<file path="config.mk">
export PLATFORM = sky130hd
export DESIGN_NAME = freq_order_cmp
export DESIGN_NICKNAME = d
export VERILOG_FILES = /design/src/rtl/freq_cmp_pkg.sv /design/src/rtl/fc_edge_sync.sv /design/src/rtl/fc_period_det.sv /design/src/rtl/fc_order_fsm.sv /design/src/rtl/freq_order_cmp.sv
export SDC_FILE = /design/constraint.sdc
export NUM_CORES = 1
export LEC_CHECK = 0
export BUFFER_PORTS_ARGS = -buffer_cell sky130_fd_sc_hd__buf_4
export CAP_MARGIN = 5
export CORE_MARGIN = 1.5
export CORE_UTILIZATION = 39
export DETAILED_ROUTE_END_ITERATION = 10
export GPL_ROUTABILITY_DRIVEN = 0
export PLACE_DENSITY = 0.65
export SYNTH_ARGS = -nofsm -noshare
export SYNTH_HDL_FRONTEND = slang
export SYNTH_SLANG_ARGS = --single-unit
</file>
<file path="constraint.sdc">
create_clock -name clk_i -period 1.1 [get_ports clk_i]
set_input_delay 0.22 -clock clk_i [delete_from_list [all_inputs] [get_ports clk_i]]
set_output_delay 0.22 -clock clk_i [all_outputs]
set_load 0.005 [all_outputs]
</file>
<file path="src/rtl/freq_cmp_pkg.sv">
package freq_cmp_pkg;
  localparam int unsigned N_LINES = 3;
  localparam int unsigned ST_W    = N_LINES + 1;
  // state bit positions; decoder depends on them
  localparam int unsigned B_TEST = 0;
  localparam int unsigned B_HI   = 1;
  localparam int unsigned B_LO   = 2;
  localparam int unsigned B_DONE = 3;

  typedef enum logic [1:0] {
    V_NONE = 2'd0,
    V_FAST = 2'd1,
    V_OK   = 2'd2,
    V_SLOW = 2'd3
  } verdict_e;
endpackage

</file>
<file path="src/rtl/fc_edge_sync.sv">
module fc_edge_sync #(
  parameter int unsigned STAGES    = 2,
  parameter bit          FALL_EDGE = 1'b1
) (
  input  logic clk_i,
  input  logic rst_ni,
  input  logic d_i,
  output logic edge_o
);
  localparam logic IDLE = FALL_EDGE;

  logic [STAGES:0] pipe_q;
  logic            sync_w, prev_w;

  always_ff @(posedge clk_i or negedge rst_ni) begin
    if (!rst_ni) pipe_q <= {(STAGES+1){IDLE}};
    else         pipe_q <= {pipe_q[STAGES-1:0], d_i};
  end

  assign sync_w = pipe_q[STAGES-1];
  assign prev_w = pipe_q[STAGES];

  generate
    if (FALL_EDGE) begin : g_fall
      assign edge_o = prev_w & ~sync_w;
    end else begin : g_rise
      assign edge_o = ~prev_w & sync_w;
    end
  endgenerate
endmodule

</file>
<file path="src/rtl/fc_period_det.sv">
module fc_period_det (
  input  logic clk_i,
  input  logic rst_ni,
  input  logic clr_i,
  input  logic en_i,
  input  logic edge_i,
  output logic done_o
);
  logic armed_q, done_q;

  always_ff @(posedge clk_i or negedge rst_ni) begin
    if (!rst_ni) begin
      armed_q <= 1'b0;
      done_q  <= 1'b0;
    end else if (clr_i) begin
      armed_q <= 1'b0;
      done_q  <= 1'b0;
    end else if (en_i && edge_i && !done_q) begin
      if (armed_q) done_q  <= 1'b1;
      else         armed_q <= 1'b1;
    end
  end

  assign done_o = done_q;

  assert_done_after_arm_R2: assert property (@(posedge clk_i) disable iff (!rst_ni)
    $rose(done_q) |-> $past(armed_q));
  assert_clear_det_R9: assert property (@(posedge clk_i) disable iff (!rst_ni)
    clr_i |=> (!done_q && !armed_q));
endmodule

</file>
<file path="src/rtl/fc_order_fsm.sv">
module fc_order_fsm
  import freq_cmp_pkg::*;
(
  input  logic                clk_i,
  input  logic                rst_ni,
  input  logic                clr_i,
  input  logic [N_LINES-1:0]  done_i,
  output logic                halt_o,
  output logic                fast_o,
  output logic                slow_o,
  output logic                ok_o
);
  logic [ST_W-1:0] cur_q, nxt_w;
  logic            fire_w;
  verdict_e        kind_w;
  logic            fast_q, slow_q, ok_q;

  // verdict event: test line completes for the first time
  assign fire_w = done_i[B_TEST] & ~cur_q[B_TEST] & ~cur_q[B_DONE];
  assign nxt_w  = {cur_q[B_DONE] | fire_w, done_i};

  // refs completing in the same cycle count as already complete
  always_comb begin
    if (done_i[B_LO])      kind_w = V_SLOW;
    else if (done_i[B_HI]) kind_w = V_OK;
    else                   kind_w = V_FAST;
  end

  always_ff @(posedge clk_i or negedge rst_ni) begin
    if (!rst_ni) begin
      cur_q  <= '0;
      fast_q <= 1'b0;
      slow_q <= 1'b0;
      ok_q   <= 1'b0;
    end else if (clr_i) begin
      cur_q  <= '0;
      fast_q <= 1'b0;
      slow_q <= 1'b0;
      ok_q   <= 1'b0;
    end else begin
      cur_q  <= nxt_w;
      fast_q <= fire_w && (kind_w == V_FAST);
      slow_q <= fire_w && (kind_w == V_SLOW);
      ok_q   <= fire_w && (kind_w == V_OK);
    end
  end

  assign halt_o = cur_q[B_DONE];
  assign fast_o = fast_q;
  assign slow_o = slow_q;
  assign ok_o   = ok_q;

  assert_exclusive_R7: assert property (@(posedge clk_i) disable iff (!rst_ni)
    $onehot0({fast_q, slow_q, ok_q}));
  assert_pulse_width_R7: assert property (@(posedge clk_i) disable iff (!rst_ni)
    (fast_q || slow_q || ok_q) |=> !(fast_q || slow_q || ok_q));
  assert_quiet_after_verdict_R8: assert property (@(posedge clk_i) disable iff (!rst_ni)
    (cur_q[B_DONE] && !clr_i) |=> !(fast_q || slow_q || ok_q));
  assert_clear_state_R9: assert property (@(posedge clk_i) disable iff (!rst_ni)
    clr_i |=> (cur_q == '0 && !fast_q && !slow_q && !ok_q));
  assert_slow_needs_lo_R5: assert property (@(posedge clk_i) disable iff (!rst_ni)
    slow_q |-> $past(done_i[B_LO]));
  assert_fast_no_ref_R3: assert property (@(posedge clk_i) disable iff (!rst_ni)
    fast_q |-> ($past(!done_i[B_HI]) && $past(!done_i[B_LO])));
endmodule

</file>
<file path="src/rtl/freq_order_cmp.sv">
module freq_order_cmp
  import freq_cmp_pkg::*;
#(
  parameter int unsigned SYNC_STAGES = 2,
  parameter bit          FALL_EDGE   = 1'b1
) (
  input  logic clk_i,
  input  logic rst_ni,
  input  logic clr_i,
  input  logic ref_lo_i,
  input  logic ref_hi_i,
  input  logic test_i,
  output logic fast_o,
  output logic slow_o,
  output logic ok_o
);
  logic [N_LINES-1:0] line_w, edge_w, done_w;
  logic               halt_w;

  assign line_w[B_TEST] = test_i;
  assign line_w[B_HI]   = ref_hi_i;
  assign line_w[B_LO]   = ref_lo_i;

  for (genvar i = 0; i < N_LINES; i++) begin : g_line
    fc_edge_sync #(.STAGES(SYNC_STAGES), .FALL_EDGE(FALL_EDGE)) u_sync (
      .clk_i (clk_i),
      .rst_ni(rst_ni),
      .d_i   (line_w[i]),
      .edge_o(edge_w[i])
    );
    fc_period_det u_det (
      .clk_i (clk_i),
      .rst_ni(rst_ni),
      .clr_i (clr_i),
      .en_i  (~halt_w),
      .edge_i(edge_w[i]),
      .done_o(done_w[i])
    );
  end

  fc_order_fsm u_fsm (
    .clk_i (clk_i),
    .rst_ni(rst_ni),
    .clr_i (clr_i),
    .done_i(done_w),
    .halt_o(halt_w),
    .fast_o(fast_o),
    .slow_o(slow_o),
    .ok_o  (ok_o)
  );
endmodule

</file>
==> impl_metrics.tcl <==
set metrics [dict create \
    run_status "finished, violations left" \
    violations "setup timing" \
    timing.critical_path.required_ns 1.31 \
    drt_first_pass_iters 1 \
    syn_nets 49 \
    tightestPinTransition_ns 0.246 \
    fin_worst_hold_slack_ns 0.0227 \
    clkSinkCount 20 \
    critical_path.startpoint_type "flip-flop" \
    clock_skew_ns 0.00428 \
    met2_usage_pct 15.9 \
    share_of_yosys_cell_area_claimed_by_the_top_area_cell_type_pct 41.0 \
    floorplan.rows 14 \
    leakagePower_nw 0.380 \
    critical_path.top_delay_family "flip-flops" \
    power_w 0.00131 \
    insertion_delay_ns 0.29 \
    timing.critical_path.arrival_ns 1.37 \
    cts_tree "done" \
    synth_area_per_cell_um2 15.6 \
    timing.max_cap.violations 0 \
    synth-async-reset-ratio_pct 100 \
    grt_pass1_vias 343 \
    timing.final.hold_violations 0 \
    power_per_cell_area_nw_per_um2 1520 \
    synth.largest_area_cell "dfrtp_1" \
    crit_fanout 2 \
    antennaDiodeCount 0 \
    largest_voltage_drop_on_the_vdd_net_uv 963 \
    h-tree-depth 1 \
    ios 9 \
    postSynthCellCount 43 \
    final.setup.worst_slack_ns -0.0524 \
    fp.coreArea_um2 1560 \
    groute.layer.met1.usage_pct 13.9 \
    post_synth_most_frequent_cells "11 x dfrtp_1, 9 x dfstp_2, 4 x or3b_1" \
    clk_pin_slew_worst_paths_ns 0.11 \
    ys_top_cells_by_area "dfrtp_1 41%, dfstp_2 35%, or3b_1 5.2%, o31ai_2 3.7%, nand2b_1 2.8%" \
    timing.critical_path.cells "or3b_4, o31ai_2" \
    die_height_um 44.5 \
    clockRootBuffer "clkbuf_4" \
    routed_wire_length_per_instance_um 12.8 \
    grt_max_degree 21 \
    critical-path-slowest-cell "dfstp_2" \
    num_vias 381 \
    total_routing_usage_reported_by_global_routing_pct 10.7 \
    seq_area_frac_synth_pct 76.3 \
    cts_buffers 3 \
    setup_violations 4 \
    net_count_final 66 \
    maximum_number_of_buffers_from_clock_root_to_sink 2 \
    grt_pass1_wl_um 1480 \
    groute.layer.met3.usage_pct 2.45 \
    rsz0062_at_grt "true" \
    crit_path_end_kind "flip-flop" \
    ys_types 15 \
    synth-edff-count 0 \
    drt-vias-per-instance 5.08 \
    fmaxAchievable_mhz 868 \
    signed_area_change_from_the_synthesized_netlist_to_the_final_layout_pct 28.9 \
    max-slew-margin-rel_pct 83.6 \
    route.detailed.drc 0 \
    worst_path_largest_cell_delay_ns 0.53 \
    grt_antenna_before_repair 0 \
    warnings_synthesis 0 \
    chipWidth_um 44.5 \
    num-fill-cells 125 \
    final.min_clock_period_ns 1.15 \
    synth_ff_type "dfrtp_1" \
    dr.first_iter.drc_count 0 \
    crit_buf_inv 0 \
    die_area_um2 1980 \
    fraction_of_layout_instances_using_a_drive_strength_above_1_pct 55.9 \
    start_util_pct 43.0 \
    critical_path_class "flip-flop to flip-flop" \
    dominant_cell_by_count_in_the_synthesized_netlist "dfrtp_1" \
    place.detailed.hpwl_um 610 \
    detail_route.wirelength_um 962 \
    worst_hold_path_type "primary input to flip-flop" \
    synthesis.area_um2 671 \
    global_route.peak_usage_layer "met2" \
    slew_viol_final 0 \
    i_o_buffers 8 \
    post-cts-setup-buffer-count 0 \
    totalNegativeSetupSlack_ns -0.157 \
    ys_ff_latch 20 \
    grt_overflow_total 0 \
    period_share_pct 105 \
    postLayoutCoreUtil_pct 55.5 \
    routed_antenna_nets 0 \
]
what timing repair did:
item / 4_1_cts / 5_1_grt
hold buffers: 1 / 1
pin swaps: 1 / 1
endpoints found under the setup margin: 5 / 7
resized for setup: 2 / 6
hold endpoints to repair: 11 / 1
worst register-to-register path, stage by stage, from the launching register on:
cell and delay (ns):
dfstp_2 0.53, or3b_4 0.38, o31ai_2 0.17
sequential cells by signal, indices dropped and copies added (netlist names):
register              count
g_line.u_sync.pipe_q      9
u_fsm.cur_q               2
u_fsm.slow_o              1
u_fsm.ok_o                1
g_line.u_det.done_o       3
u_fsm.fast_o              1
g_line.u_det.armed_q      3
final cells by class:
class	instances	area, um^2	area share, %
clock buffer	4	36.3	4.20
sequential	20	512	59.2
multi-input combinational	19	183	21.1
inverter	3	11.3	1.30
tap	16	20.0	2.32
timing repair buffer	13	103	11.9
layer usage:
metal,routed length (um),vias to the layer above,part of all wire (%)
met1,446,194,46
met5,0,-,0
met2,474,8,49
met4,0,0,0
li1,-,179,-
met3,41,0,4.3
stage by stage:
stage | cells | setup WS, ns | area, um^2
after floorplan | 43 | -0.00715 | 671
after global placement | 69 | -0.0422 | 768
after detailed placement | 69 | -0.0414 | 768
after CTS | 74 | -0.0573 | 820
after global routing | 75 | -0.0950 | 865
final | 75 | -0.0524 | 865
kinds of logic after synthesis:
| family | Yosys count | synth area share, % |
|---|---|---|
| and+or+nand+nor | 12 | 12.7 |
| DFF | 20 | 76.3 |
| buffers and inverters | 4 | 2.42 |
| AOI/OAI and AO/OA | 7 | 8.58 |
power by group:
group	total, W	internal, W	switching [W]
combinational	0.000100	0.0000524	0.0000477
sequential	0.000797	0.000782	0.0000150
clock	0.000414	0.000201	0.000213
layout by cell type (no fill, tap or decap), drive strengths merged:
cell         Yosys  routed
inv              3       3
nor2b            1       1
or3b             4       4
nand2b           3       3
clkbuf           0       4
buf              1      11
a21oi            1       1
o21bai           1       1
dlygate4sd3      0       2
nor4             2       2
dfstp            9       9
or2b             1       1
o22ai            2       2
o31ai            3       3
nor3             1       1
dfrtp           11      11
worst paths after layout:
check / startpoint / end / slack [ns] / depth (start not counted)
max: g_line[2].u_sync.pipe_q[2] / g_line[2].u_det.armed_q / -0.05 / 2
min: ref_lo_i / g_line[2].u_sync.pipe_q[0] / 0.02 / 1
max reg2reg: g_line[2].u_sync.pipe_q[2] / g_line[2].u_det.armed_q / -0.05 / 2
min reg2reg: g_line[0].u_sync.pipe_q[0] / g_line[0].u_sync.pipe_q[1] / 0.36 / 0
max in group asynchronous: rst_ni / g_line[0].u_sync.pipe_q[0] / 0.51 / 2
min in group asynchronous: rst_ni / u_fsm.fast_o / 0.32 / 2
(Power assumes the default switching activity.)
